==> src/rtl/uart_pkg.sv <==
package uart_pkg;

    localparam int CHAR_W = 8;

    typedef enum logic [2:0] {
        REG_DATA  = 3'd0,
        REG_RXST  = 3'd1,
        REG_DIVLO = 3'd2,
        REG_DIVHI = 3'd3,
        REG_LINE  = 3'd4,
        REG_ENA   = 3'd5,
        REG_FLAG  = 3'd6
    } reg_sel_e;

    // bit positions follow the software-visible line-control layout
    typedef struct packed {
        logic [1:0] wlen;
        logic       fifo_on;
        logic       stop2;
        logic       even;
        logic       par_on;
        logic       brk;
    } line_cfg_t;

    typedef struct packed {
        logic ovr;
        logic par_err;
        logic frm_err;
    } rx_stat_t;

    typedef struct packed {
        rx_stat_t          st;
        logic [CHAR_W-1:0] data;
    } rx_word_t;

    // index of the last data bit: word length minus one
    function automatic logic [3:0] last_bit_idx(input logic [1:0] wlen);
        return {2'b01, wlen};
    endfunction

    function automatic logic [CHAR_W-1:0] char_mask(input logic [1:0] wlen);
        return 8'hFF >> (2'd3 - wlen);
    endfunction

    function automatic logic frame_parity(input logic [CHAR_W-1:0] data, input line_cfg_t cfg);
        logic x;
        x = ^(data & char_mask(cfg.wlen));
        return cfg.even ? x : ~x;
    endfunction

endpackage

==> src/rtl/uart_fifo.sv <==
module uart_fifo #(
    parameter int WIDTH = 8,
    parameter int DEPTH = 16,
    localparam int PTR_W = $clog2(DEPTH),
    localparam int CNT_W = $clog2(DEPTH + 1)
) (
    input  logic             clk,
    input  logic             rst,
    input  logic             flush,
    input  logic             deep,
    input  logic             push,
    input  logic [WIDTH-1:0] din,
    input  logic             pop,
    output logic [WIDTH-1:0] dout,
    output logic [CNT_W-1:0] count,
    output logic             empty,
    output logic             full
);
    logic [WIDTH-1:0] mem [DEPTH];
    logic [PTR_W-1:0] wr_ptr, rd_ptr;
    logic [CNT_W-1:0] cap;
    logic             do_push, do_pop;

    assign cap     = deep ? CNT_W'(DEPTH) : CNT_W'(1);
    assign full    = count >= cap;
    assign empty   = count == '0;
    assign do_push = push && !full;
    assign do_pop  = pop && !empty;
    assign dout    = mem[rd_ptr];

    function automatic logic [PTR_W-1:0] bump(input logic [PTR_W-1:0] p);
        return (p == PTR_W'(DEPTH - 1)) ? '0 : p + PTR_W'(1);
    endfunction

    always_ff @(posedge clk) begin
        if (rst || flush) begin
            wr_ptr <= '0;
            rd_ptr <= '0;
            count  <= '0;
        end else begin
            if (do_push) wr_ptr <= bump(wr_ptr);
            if (do_pop)  rd_ptr <= bump(rd_ptr);
            count <= count + CNT_W'(do_push) - CNT_W'(do_pop);
        end
    end

    always_ff @(posedge clk) begin
        if (do_push) mem[wr_ptr] <= din;
    end
endmodule

==> src/rtl/uart_tx.sv <==
module uart_tx import uart_pkg::*; (
    input  logic              clk,
    input  logic              rst,
    input  logic              tick,
    input  line_cfg_t         cfg,
    input  logic              have_data,
    input  logic [CHAR_W-1:0] data,
    output logic              pop,
    output logic              line,
    output logic              active
);
    typedef enum logic [2:0] {T_IDLE, T_START, T_DATA, T_PAR, T_STOP} tx_state_e;

    tx_state_e         state;
    logic [CHAR_W-1:0] shreg;
    logic [3:0]        tcnt;
    logic [2:0]        bidx;
    logic              par_q, extra_stop;

    assign pop    = (state == T_IDLE) && have_data;
    assign active = state != T_IDLE;

    always_ff @(posedge clk) begin
        if (rst) begin
            state      <= T_IDLE;
            shreg      <= '0;
            tcnt       <= '0;
            bidx       <= '0;
            par_q      <= 1'b0;
            extra_stop <= 1'b0;
        end else if (state == T_IDLE) begin
            if (have_data) begin
                shreg      <= data;
                par_q      <= frame_parity(data, cfg);
                extra_stop <= cfg.stop2;
                tcnt       <= '0;
                bidx       <= '0;
                state      <= T_START;
            end
        end else if (tick) begin
            tcnt <= tcnt + 4'd1;
            if (tcnt == 4'd15) begin
                case (state)
                    T_START: state <= T_DATA;
                    T_DATA: begin
                        shreg <= shreg >> 1;
                        bidx  <= bidx + 3'd1;
                        if ({1'b0, bidx} == last_bit_idx(cfg.wlen))
                            state <= cfg.par_on ? T_PAR : T_STOP;
                    end
                    T_PAR: state <= T_STOP;
                    default: begin
                        if (extra_stop) extra_stop <= 1'b0;
                        else            state      <= T_IDLE;
                    end
                endcase
            end
        end
    end

    always_comb begin
        case (state)
            T_START: line = 1'b0;
            T_DATA:  line = shreg[0];
            T_PAR:   line = par_q;
            default: line = 1'b1;
        endcase
    end
endmodule

==> src/rtl/uart_rx.sv <==
module uart_rx import uart_pkg::*; (
    input  logic              clk,
    input  logic              rst,
    input  logic              tick,
    input  line_cfg_t         cfg,
    input  logic              rxd,
    output logic              done,
    output logic [CHAR_W-1:0] data,
    output logic              frm_err,
    output logic              par_err
);
    typedef enum logic [2:0] {R_IDLE, R_START, R_DATA, R_PAR, R_STOP} rx_state_e;

    rx_state_e  state;
    logic [3:0] tcnt;
    logic [2:0] bidx;
    logic       sample;

    // a data, parity or stop bit is taken 16 ticks after the previous one
    assign sample = tick && (tcnt == 4'd15);

    always_ff @(posedge clk) begin
        if (rst) begin
            state   <= R_IDLE;
            tcnt    <= '0;
            bidx    <= '0;
            data    <= '0;
            done    <= 1'b0;
            frm_err <= 1'b0;
            par_err <= 1'b0;
        end else begin
            done <= 1'b0;
            case (state)
                R_IDLE: if (tick && !rxd) begin
                    tcnt  <= '0;
                    state <= R_START;
                end
                R_START: if (tick) begin
                    tcnt <= tcnt + 4'd1;
                    if (tcnt == 4'd6) begin
                        if (!rxd) begin
                            tcnt    <= '0;
                            bidx    <= '0;
                            data    <= '0;
                            par_err <= 1'b0;
                            state   <= R_DATA;
                        end else begin
                            state <= R_IDLE;
                        end
                    end
                end
                R_DATA: if (tick) begin
                    tcnt <= tcnt + 4'd1;
                    if (sample) begin
                        data[bidx] <= rxd;
                        bidx       <= bidx + 3'd1;
                        if ({1'b0, bidx} == last_bit_idx(cfg.wlen))
                            state <= cfg.par_on ? R_PAR : R_STOP;
                    end
                end
                R_PAR: if (tick) begin
                    tcnt <= tcnt + 4'd1;
                    if (sample) begin
                        par_err <= rxd != frame_parity(data, cfg);
                        state   <= R_STOP;
                    end
                end
                default: if (tick) begin
                    tcnt <= tcnt + 4'd1;
                    if (sample) begin
                        frm_err <= !rxd;
                        done    <= 1'b1;
                        state   <= R_IDLE;
                    end
                end
            endcase
        end
    end
endmodule

==> src/rtl/mmio_uart.sv <==
module mmio_uart import uart_pkg::*; #(
    parameter int FIFO_DEPTH = 16,
    parameter int DIV_W      = 12,
    parameter int BUS_W      = 32,
    parameter int ADDR_W     = 3
) (
    input  logic              clk,
    input  logic              rst,
    input  logic              bus_wr,
    input  logic              bus_rd,
    input  logic [ADDR_W-1:0] bus_addr,
    input  logic [BUS_W-1:0]  bus_wdata,
    output logic [BUS_W-1:0]  bus_rdata,
    output logic              txd,
    input  logic              rxd,
    output logic              irq_tx,
    output logic              irq_rx
);
    localparam int LO_W   = 8;
    localparam int HI_W   = DIV_W - LO_W;
    localparam int LINE_W = $bits(line_cfg_t);
    localparam int WORD_W = $bits(rx_word_t);
    localparam int CNT_W  = $clog2(FIFO_DEPTH + 1);

    reg_sel_e   sel;
    logic [DIV_W-1:0] div_q, baud_cnt;
    line_cfg_t  line_q;
    logic       en_q, eng_rst, tick;
    rx_stat_t   rxst_q;
    logic       ovr_pend, txd_q, rxd_s1, rxd_s2;

    logic              tx_push, tx_pop, tx_full, tx_empty, tx_line, tx_active, busy;
    logic [CHAR_W-1:0] tx_dout;
    logic [CNT_W-1:0]  tx_count, rx_count;
    logic              rx_done, rx_frm, rx_par, rx_push, rx_pop, rx_full, rx_empty;
    logic [CHAR_W-1:0] rx_data;
    rx_word_t          rx_din, rx_dout;
    logic              unused_bits;

    assign sel         = reg_sel_e'(bus_addr[2:0]);
    assign eng_rst     = rst || !en_q;
    assign tick        = en_q && (baud_cnt >= div_q);
    assign tx_push     = bus_wr && (sel == REG_DATA) && en_q;
    assign rx_pop      = bus_rd && (sel == REG_DATA);
    assign rx_push     = rx_done && !rx_full;
    assign rx_din      = '{st: '{ovr: ovr_pend, par_err: rx_par, frm_err: rx_frm}, data: rx_data};
    assign busy        = tx_active || !tx_empty;
    assign txd         = txd_q;
    assign irq_tx      = !tx_full;
    assign irq_rx      = !rx_empty;
    assign unused_bits = ^{bus_wdata[BUS_W-1:LO_W], rx_count};

    // configuration registers
    always_ff @(posedge clk) begin
        if (rst) begin
            div_q  <= '0;
            line_q <= '0;
            en_q   <= 1'b0;
        end else if (bus_wr) begin
            case (sel)
                REG_DIVLO: div_q[LO_W-1:0]     <= bus_wdata[LO_W-1:0];
                REG_DIVHI: div_q[DIV_W-1:LO_W] <= bus_wdata[HI_W-1:0];
                REG_LINE:  line_q              <= line_cfg_t'(bus_wdata[LINE_W-1:0]);
                REG_ENA:   en_q                <= bus_wdata[0];
                default: ;
            endcase
        end
    end

    // 16x bit-rate tick
    always_ff @(posedge clk) begin
        if (eng_rst)   baud_cnt <= '0;
        else if (tick) baud_cnt <= '0;
        else           baud_cnt <= baud_cnt + DIV_W'(1);
    end

    always_ff @(posedge clk) begin
        if (rst) begin
            rxd_s1 <= 1'b1;
            rxd_s2 <= 1'b1;
            txd_q  <= 1'b1;
            rxst_q <= '0;
        end else begin
            rxd_s1 <= rxd;
            rxd_s2 <= rxd_s1;
            txd_q  <= line_q.brk ? 1'b0 : tx_line;
            if (rx_pop && !rx_empty) rxst_q <= rx_dout.st;
        end
    end

    always_ff @(posedge clk) begin
        if (eng_rst)      ovr_pend <= 1'b0;
        else if (rx_done) ovr_pend <= rx_full;
    end

    uart_fifo #(.WIDTH(CHAR_W), .DEPTH(FIFO_DEPTH)) u_tx_fifo (
        .clk(clk), .rst(rst), .flush(!en_q), .deep(line_q.fifo_on),
        .push(tx_push), .din(bus_wdata[CHAR_W-1:0]), .pop(tx_pop),
        .dout(tx_dout), .count(tx_count), .empty(tx_empty), .full(tx_full)
    );

    uart_tx u_tx (
        .clk(clk), .rst(eng_rst), .tick(tick), .cfg(line_q),
        .have_data(!tx_empty), .data(tx_dout), .pop(tx_pop),
        .line(tx_line), .active(tx_active)
    );

    uart_rx u_rx (
        .clk(clk), .rst(eng_rst), .tick(tick), .cfg(line_q), .rxd(rxd_s2),
        .done(rx_done), .data(rx_data), .frm_err(rx_frm), .par_err(rx_par)
    );

    uart_fifo #(.WIDTH(WORD_W), .DEPTH(FIFO_DEPTH)) u_rx_fifo (
        .clk(clk), .rst(rst), .flush(!en_q), .deep(line_q.fifo_on),
        .push(rx_push), .din(rx_din), .pop(rx_pop),
        .dout(rx_dout), .count(rx_count), .empty(rx_empty), .full(rx_full)
    );

    always_comb begin
        bus_rdata = '0;
        case (sel)
            REG_DATA:  bus_rdata[CHAR_W-1:0] = rx_empty ? '0 : rx_dout.data;
            REG_RXST:  bus_rdata[2:0]        = rxst_q;
            REG_DIVLO: bus_rdata[LO_W-1:0]   = div_q[LO_W-1:0];
            REG_DIVHI: bus_rdata[HI_W-1:0]   = div_q[DIV_W-1:LO_W];
            REG_LINE:  bus_rdata[LINE_W-1:0] = line_q;
            REG_ENA:   bus_rdata[0]          = en_q;
            REG_FLAG:  bus_rdata[5:3]        = {tx_full, rx_empty, busy};
            default: ;
        endcase
    end
endmodule

==> config.mk <==
export PLATFORM = sky130hd
export DESIGN_NAME = mmio_uart
export DESIGN_NICKNAME = d
export VERILOG_FILES = /design/src/rtl/uart_pkg.sv /design/src/rtl/uart_fifo.sv /design/src/rtl/uart_tx.sv /design/src/rtl/uart_rx.sv /design/src/rtl/mmio_uart.sv
export SDC_FILE = /design/constraint.sdc
export NUM_CORES = 1
export LEC_CHECK = 0
export BUFFER_PORTS_ARGS = -buffer_cell sky130_fd_sc_hd__buf_2
export CORE_ASPECT_RATIO = 1.1
export CORE_MARGIN = 4
export CORE_UTILIZATION = 40
export DETAILED_ROUTE_END_ITERATION = 12
export PLACE_DENSITY = 0.52
export SETUP_SLACK_MARGIN = 0.15
export SYNTH_ARGS = -nofsm -noshare
export SYNTH_HDL_FRONTEND = slang
export SYNTH_SLANG_ARGS = --single-unit
==> constraint.sdc <==
create_clock -name clk -period 7.9 [get_ports clk]
set_input_delay 0.79 -clock clk [delete_from_list [all_inputs] [get_ports clk]]
set_output_delay 0.79 -clock clk [all_outputs]
set_load 0.005 [all_outputs]
* After elaboration in Yosys (flattened, before gate mapping)
Memory sizes are Yosys's and may differ from the RTL's. A register that Yosys moved wholly into a read port is not among the register bits.
Cells that the tools add are included.
** Storage, ports and cells
- Register bits after elaboration :: 106
- Bits in writable memories :: 304
- Input port bits :: 40
- Output and inout port bits :: 35
- Logic and storage cells :: 244
- Memories :: 2
** Operators by class
- Add/sub/neg operators :: 14
- Magnitude comparators :: 5
- Eq/ne operators :: 35
- Shifts and indexed selects :: 1
- Mux-type cells :: 90
- Bitwise operators :: 7
- Reduce and logical (&&, ||, !) cells :: 54
** Memory list
- u_rx_fifo.mem :: words 16, bits a word 11, read ports 1, clocked after Yosys merged registers in 1, wr ports 1, RTL line uart_fifo.sv:19 : logic [WIDTH-1:0] mem [DEPTH];
- u_tx_fifo.mem :: words 16, bits a word 8, read ports 1, clocked after Yosys merged registers in 1, wr ports 1, RTL line uart_fifo.sv:19
** Operators with widths (number)
- 8-bit 2-to-1 mux :: 11
- 3-bit 2-to-1 mux :: 27
- 4-bit 2-to-1 mux :: 16
- 4-bit by 1-bit adder with 4-bit output, second input constant :: 6
- 4-bit equality test, second input constant :: 6
- 1-bit 2-to-1 mux :: 19
- 3-bit by 2-bit equality test with 1-bit output, second input constant :: 6
- 2-bit by 1-bit != test with 1-bit output, second input constant :: 9
- 8-bit bitwise AND :: 2
- 8-bit case mux with 2 select lines :: 1
- 8-bit XOR reduction :: 2
- 1-bit logical AND :: 13
- 12-bit by 1-bit adder with 12-bit output, second input constant :: 1
- 12-bit >= comparator :: 1
- 3-bit case mux with 4 select lines :: 1
- 2-bit AND reduction :: 6
- 6-bit AND reduction :: 2
- 2-bit nonzero test :: 6
- 5-bit by 1-bit adder with 5-bit output :: 2
- 5-bit >= comparator :: 2
- 5-bit zero test :: 2
- 2-bit case mux with 5 select lines :: 1
- 10-bit AND reduction :: 1
- 5-bit by 1-bit subtractor with 5-bit output :: 2
- other kinds (37) :: 61

* Longest topological paths before layout
- Word-level depth :: 10
- Depth in mapped cells :: 19
- Depth with buffers taken out :: 18

* Cells and area by module
From an unflattened synthesis, not the netlist that was laid out.
** Second synthesis, totals
- Cells, all modules :: 1281
- Area, all modules :: 18182.4 um^2
** By module, submodules not included
- uart_fifo at u_rx_fifo :: times used 1, cells each 396, area each 7618.6 um^2, seq. area each 5625.4 um^2
- uart_fifo at u_tx_fifo :: times used 1, cells each 323, area each 5834.3 um^2, seq. area each 4184.0 um^2
- mmio_uart :: times used 1, cells each 277, area each 2264.7 um^2, seq. area each 780.7 um^2
- uart_rx :: times used 1, cells each 144, area each 1277.5 um^2, seq. area each 420.4 um^2
- uart_tx :: times used 1, cells each 141, area each 1187.4 um^2, seq. area each 400.4 um^2

* Least setup slack after synthesis
OpenSTA, ideal clock, no wires.
- Path kind :: input port to flip-flop
- From :: input port bus_addr[0]
- To :: register u_rx_fifo.count[4]
- Library setup time :: 132 ps
- Data arrival time :: 3145 ps
- Data required time :: 7768 ps
- Slack :: 4622 ps
- Stages on the path :: 16
- Path through :: clkbuf_1 -> nor2_1 -> nand2_1 -> nor2_1 -> nand2_1 -> inv_1 -> ha_1 -> inv_1 -> ha_1 -> inv_1 -> fa_1 -> nor2_1 -> nor2_1 -> nor2_1 -> or3_1 -> a21oi_1
** On the way
- Longest elaborated chain between the ends :: 4
** RTL lines
- start: declaration :: RTL line mmio_uart.sv:11 : input logic [ADDR_W-1:0] bus_addr,
- 3-bit zero test :: RTL line mmio_uart.sv:44 : assign rx_pop = bus_rd && (sel == REG_DATA);
- 1-bit logical AND :: RTL line mmio_uart.sv:44
- 1-bit logical AND :: RTL line uart_fifo.sv:28 : assign do_pop = pop && !empty;
- via u_rx_fifo.do_pop :: RTL line uart_fifo.sv:22 : logic do_push, do_pop;
- 5-bit by 1-bit subtractor with 5-bit output :: RTL line uart_fifo.sv:43 : count <= count + CNT_W'(do_push) - CNT_W'(do_pop);
- end signal: assignment :: RTL line uart_fifo.sv:43
- end: declaration :: RTL line uart_fifo.sv:15 : output logic [CNT_W-1:0] count,
The timed path passes the listed nets, and every way through them passes these cells.
A chain may end at the register's enable or synchronous reset.

==> results.yml <==
worst_hold_path:
  hold_depth: 1
  worstHoldStart: "rxd_s1"
  worstHoldEndpoint: "rxd_s2"
  hp-class: "flop to flop"
route:
  dr.pass1.iters: 5
  ant_nets: 0
  via_per_inst: 5.35
  wirelength_mm: 41.0
  vias: 10200
  drt_iter0_drc: 761
  wl_per_cell_um: 21.5
  drcViolationCount: 0
worst_setup_path:
  crit_arrival_ns: 3.98
  critical_path_class: "flop to output pin"
  worstPathRequired_ns: 7.11
  worst_setup_path_end_kind: "output pin"
  crit_family: "multiplexers"
  worst-r2r-setup-slack_ns: 4.01
  crit_chain: "buf_4 -> mux4_2 -> mux4_2 -> and3_1 -> a221oi_1 -> o21ai_1 -> buf_2"
  critPathMaxStageDelay_ns: 0.85
  worst_path_max_delay_cell: "dfxtp_2"
  cpMostUsedCell: "mux4_2"
  critPathBufInv: 2
  ff2ff_path_depth: 8
  crit-reg2reg-launch: "line_q[4]"
  reg2reg_to: "u_tx_fifo.mem[7][1]"
  path_max_fanout: 24
  critPathLaunchType: "flop"
timing:
  tightest_slew_ns: 1.23
  post-route-period-util_pct: 60.4
  slew_violations: 0
  timing.final.crit_period_ns: 4.77
  finalClockSkew_ns: 0.0240
  hold_viol: 0
  slew_headroom_pct: 17.1
  setup_viol: 0
  clock.fmax_mhz: 209
  rsz0062_at_grt: "false"
  tns_ns: 0
synth:
  ys_ff_latch: 418
  netlist.area_leader.share_pct: 50.8
  synth_area_leader_cell: "edfxtp_1"
  yosysMostFrequentCell: "edfxtp_1"
  synth.area.top_cells: "edfxtp_1, dfxtp_1, mux4_2"
  avgSynthCellArea_um2: 14.3
  syn_area_um2: 18000
  yosysSeqAreaShare_pct: 63.5
  ys.flop_type: "edfxtp_1"
  synth-edff-count: 304
  synth_cells: 1259
  yosysUniqueCellTypes: 60
  synth_common_cells: "edfxtp_1, nor2_1, dfxtp_1, nand2_1, mux4_2"
  yosysWarnings: 0
  async_flop_share_pct: 0
place:
  hpwl_mm: 25.9
  portBuffers: 26
  dpl_cell_area_um2: 18600
  dp.cells: 1821
  routabilityCongestion: 0.787
floorplanning:
  ioPinCount: 75
  start_util_pct: 40.5
  core_area_um2: 44400
  die_area_um2: 48400
  die-height_um: 230
  rows: 81
  die_x_um: 210
job:
  maxCapViolations: 0
cells_and_area:
  fin_nets: 1378
  stdcell_area_um2: 20200
  instances_no_fill: 1908
  drive_gt1_share_pct: 16.4
  area_growth_pct: 12.6
clocking:
  root_buffer: "clkbuf_16"
  clock_latency_ns: 0.58
  cts_buffers: 46
  clkSlewWorstSetupHoldPaths_ns: 0.05
  clk_path_buf_depth: 3
  cts_resized: 0
  clock_sinks: 418
  hold_buffers: 0
  cts_setup_buffers: 0
  htreeDepth: 2
  cts_tree: "yes"
power:
  total_power_mw: 4.61
  p_leak_nw: 6.07
  powerDensity_nw_per_um2: 228
  max-vdd-ir-drop_mv: 0.203
global_route:
  antenna_found_initial: 1
  grt_pass1_vias: 10200
  grt_max_degree: 47
  grtUsageTotal_pct: 16.9
  overflow: 0
  grt_pass1_wl_mm: 62.2
run_status:
  outcome: "finished clean"
metal layers:
metal / GRT usage (%) / part of all wire, % / vias up
li1: - / - / 4787
met1: 22.4 / 44 / 5176
met2: 28.7 / 50 / 179
met3: 3.36 / 4.4 / 65
met4: 4.28 / 2.2 / 2
met5: 0 / 0.017 / -
flip-flops by register name, indices dropped and copies added, names as in the netlist, 5 cells and up, named ones only:
signal and cells:
u_rx_fifo.count 5, u_tx_fifo.count 5, u_rx.data 8, baud_cnt 12, line_q 7, u_tx.shreg 8
u_tx_fifo.mem 128, u_rx_fifo.mem 176, div_q 12
worst max path at each step:
stage | from | endpoint | slack [ns] | cells after the start
2_1_floorplan | bus_addr[0] | u_rx_fifo.count[4] | 4.62 | 16
3_3_place_gp | flop | bus_rdata[1] | 3.65 | 7
3_5_place_dp | flop | bus_rdata[1] | 3.65 | 7
4_1_cts | flop | bus_rdata[1] | 3.00 | 7
5_1_grt | flop | bus_rdata[1] | 2.84 | 7
6_report | flop | bus_rdata[1] | 3.13 | 7
through the flow:
stage          setup slack [ns]  hold WS (ns)  util, %
2_1_floorplan              4.62         0.389        -
3_3_place_gp               3.65         0.395     42.0
3_5_place_dp               3.65         0.394     42.0
4_1_cts                    3.00         0.385     45.5
5_1_grt                    2.84         0.388     45.5
6_report                   3.13         0.408     45.6
where the power goes:
group          total [mW]  switching [mW]  internal, mW  leakage [nW]
sequential           2.34         0.00401          2.34          3.28
combinational      0.0619          0.0460        0.0159          2.02
clock                2.21           0.863          1.34         0.771
cells by family (layout without fill, tap and decap cells):
logic type	count (synthesis)	in the layout	share of synthesized area, %
muxes	119	119	13.1
buffers and inverters	134	178	3.68
adders and majority gates	50	50	3.57
and+or+nand+nor	328	328	8.39
AOI/OAI and AO/OA	169	169	5.76
DFF	418	418	63.5
xor gates and xnor gates	40	40	1.99
other	1	25	0.0209
layout by cell type, fill, tap and decap left out, types with 8 or more instances in the layout:
master,n
edfxtp_1,304
nor2_1,114
dfxtp_1,111
nand2_1,80
mux4_2,74
a21oi_1,61
ha_1,48
clkbuf_16,48
inv_1,42
nand3_1,37
mux2i_1,28
buf_2,26
conb_1,24
o21ai_0,23
xnor2_1,23
nor3_1,20
buf_4,20
a22oi_1,17
o21ai_1,16
xor2_1,16
mux4_1,14
and3_1,13
a31oi_1,12
clkbuf_1,12
or3_1,11
a311oi_1,10
nand2b_1,8
area by class of cell:
cell class | instances | area [um^2]
fill | 3921 | 24200
clock inverter | 22 | 279
timing repair buffer | 46 | 280
multi-input combinational | 730 | 6050
inverter | 46 | 173
tap | 581 | 727
antenna | 1 | 2.50
clock buffer | 64 | 1290
sequential | 418 | 11400
worst register-to-register path, stage by stage, from the launching register on:
cell,delay [ns]
dfxtp_1,0.31
inv_1,0.21
ha_1,0.29
nand3_1,0.08
o2111ai_1,0.11
a21oi_1,0.44
nor4b_2,0.89
nand2_1,0.39
nor2_1,0.77
Power figures use the tool's default switching activity.
